--- src/rtl/tmr_pkg.sv ---
package tmr_pkg;
  typedef enum logic [2:0] {
    SEL_COUNT  = 3'd0,
    SEL_PRESC  = 3'd1,
    SEL_RELOAD = 3'd2,
    SEL_REPEAT = 3'd3,
    SEL_FLAG   = 3'd4
  } reg_sel_e;
endpackage

--- src/rtl/tmr_prescaler.sv ---
module tmr_prescaler #(
  parameter int W = 16
) (
  input  logic         clk,
  input  logic         rst_n,
  input  logic         en,
  input  logic         psc_wr,
  input  logic [W-1:0] psc_data,
  input  logic         upd,
  output logic         tick
);
  localparam logic [W-1:0] ONE = W'(1);
  logic [W-1:0] pend_q, act_q, div_q;

  assign tick = en && (div_q == act_q);

  always_ff @(posedge clk or negedge rst_n) begin
    if (!rst_n) begin
      pend_q <= '0;
      act_q  <= '0;
      div_q  <= '0;
    end else begin
      if (psc_wr) pend_q <= psc_data;
      if (upd) begin
        act_q <= pend_q;
        div_q <= '0;
      end else if (en) begin
        div_q <= (div_q == act_q) ? '0 : div_q + ONE;
      end
    end
  end

  // the divider never runs past the active divider value
  assert_div_bound_R2: assert property (@(posedge clk) disable iff (!rst_n)
    div_q <= act_q);
  // a pending divider value stays out of the active one until an update
  assert_psc_pending_R7: assert property (@(posedge clk) disable iff (!rst_n)
    !upd |=> $stable(act_q));
endmodule

--- src/rtl/tmr_counter.sv ---
module tmr_counter #(
  parameter int W = 16
) (
  input  logic         clk,
  input  logic         rst_n,
  input  logic         tick,
  input  logic         swu,
  input  logic         cnt_wr,
  input  logic         lim_wr,
  input  logic [W-1:0] data,
  output logic [W-1:0] count,
  output logic         ovf
);
  localparam logic [W-1:0] ONE = W'(1);
  logic [W-1:0] lim_q;
  logic         lim_zero;

  assign lim_zero = (lim_q == '0);
  assign ovf = tick && !lim_zero && (count >= lim_q) && !swu && !cnt_wr;

  always_ff @(posedge clk or negedge rst_n) begin
    if (!rst_n) begin
      count <= '0;
      lim_q <= '1;
    end else begin
      if (lim_wr) lim_q <= data;
      if (swu)                     count <= '0;
      else if (cnt_wr)             count <= data;
      else if (tick && !lim_zero)  count <= (count >= lim_q) ? '0 : count + ONE;
    end
  end

  assert_wrap_zero_R3: assert property (@(posedge clk) disable iff (!rst_n)
    ovf |=> (count == '0));
  assert_zero_limit_hold_R4: assert property (@(posedge clk) disable iff (!rst_n)
    (lim_zero && !lim_wr && !swu && !cnt_wr) |=> $stable(count));
endmodule

--- src/rtl/tmr_repeat.sv ---
module tmr_repeat #(
  parameter int W = 8
) (
  input  logic         clk,
  input  logic         rst_n,
  input  logic         ovf,
  input  logic         swu,
  input  logic         rep_wr,
  input  logic [W-1:0] rep_data,
  output logic         upd
);
  localparam logic [W-1:0] ONE = W'(1);
  logic [W-1:0] pend_q, left_q;

  assign upd = swu || (ovf && (left_q == '0));

  always_ff @(posedge clk or negedge rst_n) begin
    if (!rst_n) begin
      pend_q <= '0;
      left_q <= '0;
    end else begin
      if (rep_wr) pend_q <= rep_data;
      if (upd)      left_q <= pend_q;
      else if (ovf) left_q <= left_q - ONE;
    end
  end

  // a write alone never disturbs the running repetition count
  assert_rep_pending_R6: assert property (@(posedge clk) disable iff (!rst_n)
    (rep_wr && !ovf && !swu) |=> $stable(left_q));
endmodule

--- src/rtl/tmr_timebase.sv ---
module tmr_timebase
  import tmr_pkg::*;
#(
  parameter int CNT_W = 16,
  parameter int REP_W = 8
) (
  input  logic             clk,
  input  logic             rst_n,
  input  logic             wr_en,
  input  logic [2:0]       wr_sel,
  input  logic [CNT_W-1:0] wr_data,
  input  logic             cnt_en,
  input  logic             sw_update,
  output logic [CNT_W-1:0] count,
  output logic             update_pulse,
  output logic             update_flag
);
  logic tick, ovf, upd;
  logic w_cnt, w_psc, w_lim, w_rep, w_flag;

  assign w_cnt  = wr_en && (wr_sel == SEL_COUNT);
  assign w_psc  = wr_en && (wr_sel == SEL_PRESC);
  assign w_lim  = wr_en && (wr_sel == SEL_RELOAD);
  assign w_rep  = wr_en && (wr_sel == SEL_REPEAT);
  assign w_flag = wr_en && (wr_sel == SEL_FLAG);

  tmr_prescaler #(.W(CNT_W)) u_psc (
    .clk(clk), .rst_n(rst_n), .en(cnt_en), .psc_wr(w_psc),
    .psc_data(wr_data), .upd(upd), .tick(tick));

  tmr_counter #(.W(CNT_W)) u_cnt (
    .clk(clk), .rst_n(rst_n), .tick(tick), .swu(sw_update),
    .cnt_wr(w_cnt), .lim_wr(w_lim), .data(wr_data),
    .count(count), .ovf(ovf));

  tmr_repeat #(.W(REP_W)) u_rep (
    .clk(clk), .rst_n(rst_n), .ovf(ovf), .swu(sw_update),
    .rep_wr(w_rep), .rep_data(wr_data[REP_W-1:0]), .upd(upd));

  always_ff @(posedge clk or negedge rst_n) begin
    if (!rst_n) begin
      update_pulse <= 1'b0;
      update_flag  <= 1'b0;
    end else begin
      update_pulse <= upd;
      if (upd)                      update_flag <= 1'b1;
      else if (w_flag && !wr_data[0]) update_flag <= 1'b0;
    end
  end

  assert_pulse_sets_flag_R9: assert property (@(posedge clk) disable iff (!rst_n)
    update_pulse |-> update_flag);
  assert_sw_event_R8: assert property (@(posedge clk) disable iff (!rst_n)
    sw_update |=> (update_pulse && count == '0));
  assert_freeze_R10: assert property (@(posedge clk) disable iff (!rst_n)
    (!cnt_en && !wr_en && !sw_update) |=> $stable(count));
endmodule

--- config.mk ---
export PLATFORM = sky130hd
export DESIGN_NAME = tmr_timebase
export DESIGN_NICKNAME = d
export VERILOG_FILES = /design/src/rtl/tmr_pkg.sv /design/src/rtl/tmr_prescaler.sv /design/src/rtl/tmr_counter.sv /design/src/rtl/tmr_repeat.sv /design/src/rtl/tmr_timebase.sv
export SDC_FILE = /design/constraint.sdc
export NUM_CORES = 1
export LEC_CHECK = 0
export BUFFER_PORTS_ARGS = -buffer_cell sky130_fd_sc_hd__buf_2
export CAP_MARGIN = 25
export CORE_MARGIN = 5
export CORE_UTILIZATION = 51
export DETAILED_ROUTE_END_ITERATION = 8
export PLACE_DENSITY = 0.71
export SETUP_SLACK_MARGIN = 0.02
export SYNTH_ARGS = -nofsm -noshare
export SYNTH_HDL_FRONTEND = slang
export SYNTH_SLANG_ARGS = --single-unit
export TNS_END_PERCENT = 30
--- constraint.sdc ---
create_clock -name clk -period 5 [get_ports clk]
set_input_delay 0.5 -clock clk [delete_from_list [all_inputs] [get_ports clk]]
set_output_delay 0.5 -clock clk [all_outputs]
set_load 0.005 [all_outputs]
==> results.md <==
| Step | Item | This run |
| --- | --- | --- |
| worst setup path | Required time of the critical path | 5240 ps |
| final layout | Post-route non-filler standard cell count | 715 |
| routing | Drt via density | 6.031 |
| logic synthesis | Register bit count reported by yosys | 98 |
| routing | Remaining antenna violation count | 0 |
| pwr | PwrDens | 334.8 nW/um^2 |
| placed design | Placer's final routability congestion estimate | 0.8702 |
| worst setup path | Worst setup EP type | register |
| placed design | HPWL after detailed placement | 9087 um |
| global routing | Remaining Overflow, GRT | 0 |
| pwr | Share of total power consumed by net switching | 29.16% |
| pwr | Net Switching | 0.0005740 W |
| global routing | Number of antenna violations at the first check in global routing | 0 |
| final layout | Proportion of layout cells with a drive suffix above 1 | 20.21% |
| cts | Count of cells resized by post-cts repair | 0 |
| pwr | Power share of the combinational group | 18.2% |
| floorplanning | Count of boundary I/O pins | 42 |
| pwr | Internal power | 0.001394 W |
| pwr | Seq pwr share | 52.9% |
| final layout | Layout Nets | 617 |
| floorplanning | Die width | 112.7 um |
| sta | Final sum of negative setup slack | 0 ps |
| routing | Via count of the routed design | 4,312 |
| floorplanning | Die area | 12,690 sq um |
| floorplanning | Overall die height | 112.7 um |
| cts | Setup Fix Bufs, Post-CTS | 0 |
| run | Max Cap Viol | 0 |
| sta | Worst Setup Slack, final | 1518 ps |
| logic synthesis | Unique cell type count in the Yosys netlist | 61 |
| logic synthesis | Post-synthesis compound-gate area fraction | 14.06% |
| logic synthesis | Main combinational cell family by area after synthesis | simple AND/OR/NAND/NOR gates |
| logic synthesis | Avg Synthesized Cell Area | 9.897 sq um |
| cts | Clock Root Buffer | clkbuf_8 |
| worst hold path | Worst hold-check path type | input port to asynchronous set/reset pin |
| logic synthesis | Synthesized netlist cell count | 543 |
| floorplanning | Placeable core region | 10,320 sq um |
| sta | Unrepaired setup endpoints after global routing | false |
| final layout | Diode insertion count for antenna repair | 0 |
| cts | # hold bufs at CTS | 0 |
| placed design | Count of input and output buffers | 41 |
| global routing | Global-route wire length before repair | 21,910 um |
| sta | Share of the clock period used by the worst path after layout | 69.64% |
| cts | Clock Tree Buf Depth | 2 |
| pwr | Clock power frac | 28.9% |
| worst setup path | Data arrival time of the critical path | 3720 ps |
| sta | Setup clock skew after layout | 11.91 ps |
| sta | Relative slew slack | 38.50% |
| cts | Number of clock sinks | 98 |
| logic synthesis | Fraction of the yosys area taken by sequential cells | 46.01% |
| sta | Fmax | 0.2872 GHz |
| sta | Final min period | 3482 ps |
| placed design | Worst slack after detailed placement | 1613 ps |
| routing | Detailed-route DRC error count | 0 |
| pwr | Leakage power | 2.444 nW |
| logic synthesis | Number of enable-type register cells in the synthesized netlist | 0 |
| routing | Drt initial violations | 378 |
| final layout | Area growth from synthesis to layout | 9.406% |
| sta | Slew Limit Fails | 0 |
| logic synthesis | Multiplexer share of the synthesized area | 8.987% |
| cts | Clock latency reported for the late side of the worst-skew pair | 350 ps |
| logic synthesis | Simple-gate share of the synthesized area | 18.72% |
| worst setup path | Maximum fanout encountered on the critical timing path | 36 |
| floorplanning | Initial core utilization | 52.05% |
| logic synthesis | Fraction of the mapped netlist area in adder cells | 4.424% |
| status | Outcome | finished clean |
| logic synthesis | Mapped Area | 5374 sq um |
| placed design | Count of placed standard cells including taps | 699 |
| cts | CTS HTree Levels | 3 |
| worst setup path | Crit Path Class | register to register |
| logic synthesis | Synth async-reset ratio | 100.0% |
| global routing | Vias in the first global route | 4,282 |
| logic synthesis | Primary flip-flop cell chosen by synthesis mapping | dfrtp_1 |
| cts | CTS tree | done |
| sta | Finish-stage setup viols | 0 |
| logic synthesis | Ys Warns | 0 |
| routing | Number of iterations in the first detailed-routing pass | 5 |
| logic synthesis | XOR/XNOR share of the synthesized area | 3.423% |
| floorplanning | Cell Rows | 37 |
| logic synthesis | Mapped Nets | 586 |
| pwr | Total power after layout | 0.001968 W |
| sta | Transition time at the pin with the least slew margin | 922.5 ps |
| cts | Clock-pin slew on the worst setup and hold paths | 100 ps |
| routing | Wire length after detailed routing | 12,990 um |
| final layout | Final core utilization | 56.95% |
| sta | Number of endpoints with negative hold slack in the final report | 0 |
| global routing | Aggregate global-route resource usage | 20.99% |
| routing | Per-cell routed wire length | 18.17 um |
| cts | Number of buffers created by CTS | 9 |
| worst setup path | Kind of launch point of the worst setup path | register |
| global routing | Maximum number of pins on one net before global-route repair | 55 |
| pwr | Worst vdd ir | 0.1894 mV |
==> final timing paths <==
kind	depth (start not counted)	from	end	slack (ps)
setup / recovery	9	u_cnt.lim_q[15]$_DFFE_PN1P_	u_psc.act_q[5]$_DFFE_PN0P_	1520
hold / removal	1	rst_n	u_rep.pend_q[0]$_DFFE_PN0P_	140
setup reg to reg	9	u_cnt.lim_q[15]$_DFFE_PN1P_	u_psc.act_q[5]$_DFFE_PN0P_	1520
hold reg to reg	2	update_flag$_DFFE_PN0P_	update_flag$_DFFE_PN0P_	500
max in group asynchronous	2	rst_n	u_psc.act_q[15]$_DFFE_PN0P_	3740
min in group clk	3	wr_data[12]	u_cnt.lim_q[12]$_DFFE_PN1P_	410
==> cell type report <==
| class | instances | area, sq um |
|---|---|---|
| inverters | 29 | 111.4 |
| well taps | 136 | 170.2 |
| multi-input cells | 390 | 2666 |
| repair buffers | 46 | 242.7 |
| clock inverters | 6 | 88.84 |
| clock buffers | 10 | 127.6 |
| fillers | 874 | 4444 |
| flip-flops and latches | 98 | 2472 |
==> flip-flops by register name (all words and copies together) (netlist names) <==
register	flops
u_rep.left_q	8
u_rep.pend_q	8
u_psc.act_q	16
u_cnt.count	16
u_psc.pend_q	16
update_flag	1
u_psc.div_q	16
update_pulse	1
u_cnt.lim_q	16
==> cells by family (layout without fill, tap and decap cells) <==
group	Yosys count	after routing
buffers and inverters	55	91
AND/OR/NAND/NOR	187	187
AO/OA/AOI/OAI	120	120
multiplexers	43	43
XOR/XNOR	21	21
adder cells (fa/ha/maj)	19	19
flip-flops	98	98
==> synthesized netlist by cell type, drive strengths merged, types with 2 or more instances <==
cell	n	area share (%)
xnor2	21	3.4
o21ai	42	3.9
nor4	8	1.0
nand4b	8	1.3
or4	5	0.77
a32oi	2	0.33
a211oi	5	0.93
a31oi	9	1.0
nor2	26	1.8
nand3	27	2.5
o21bai	3	0.42
ha	19	4.4
or3	7	0.81
and2	4	0.47
and3	12	1.4
nand2b	5	0.58
nor2b	3	0.35
nand2	45	3.1
nand4	17	2.0
inv	29	2.1
a21oi	33	3.1
buf	8	1.0
and3b	3	0.49
a221oi	7	1.1
nor3b	3	0.42
nor3	9	0.84
o311a	2	0.37
and4	2	0.33
mux2	42	8.8
clkbuf	18	1.3
dfstp	16	7.8
dfrtp	82	38
==> layer usage <==
layer	up-vias	part of all wire (%)	global-route usage, %
li1	2041	-	-
met1	2129	47	31.03
met2	127	47	32.62
met3	15	4.5	2.857
met4	0	1.1	5.288
met5	-	0	0
==> cells in the final DEF, fill, tap and decap left out, types with 12 or more instances in the layout <==
cell type  synthesis  routed
and3_1            12      12
inv_1             28      28
nor2_1            26      26
ha_1              19      19
o21ai_0           42      42
buf_2              3      41
xnor2_1           21      21
nand4_1           17      17
dfrtp_1           82      82
a21oi_1           32      32
mux2_2            33      33
dfstp_2           16      16
nand3_1           27      27
nand2_1           45      45
==> stage by stage <==
step	hold slack, ps	cell area, sq um
2_1_floorplan	204.4	5374
3_3_place_gp	472.2	5658
3_5_place_dp	476.4	5663
4_1_cts	153.3	5879
5_1_grt	184.7	5879
6_report	141.4	5879
==> worst max-delay path: stages, from the launching register on <==
cell and delay (ps):
dfstp_2 550, inv_1 60, ha_1 310, nand4_1 170, nor4_1 330, a32oi_1 280, a211oi_4 710, a21oi_2 190
inv_4 360, mux2_2 390
==> power by group through the flow <==
stage,clock network [W],logic (W),registers [W]
3_3_place_gp,0,0.000341,0.00105
6_report,0.000569,0.000358,0.00104
5_1_grt,0.000614,0.000403,0.00106
2_1_floorplan,0,0.000263,0.00102
4_1_cts,0.000578,0.000358,0.00104
3_5_place_dp,0,0.000357,0.00105
No activity file was read; power rests on OpenSTA's default activity.
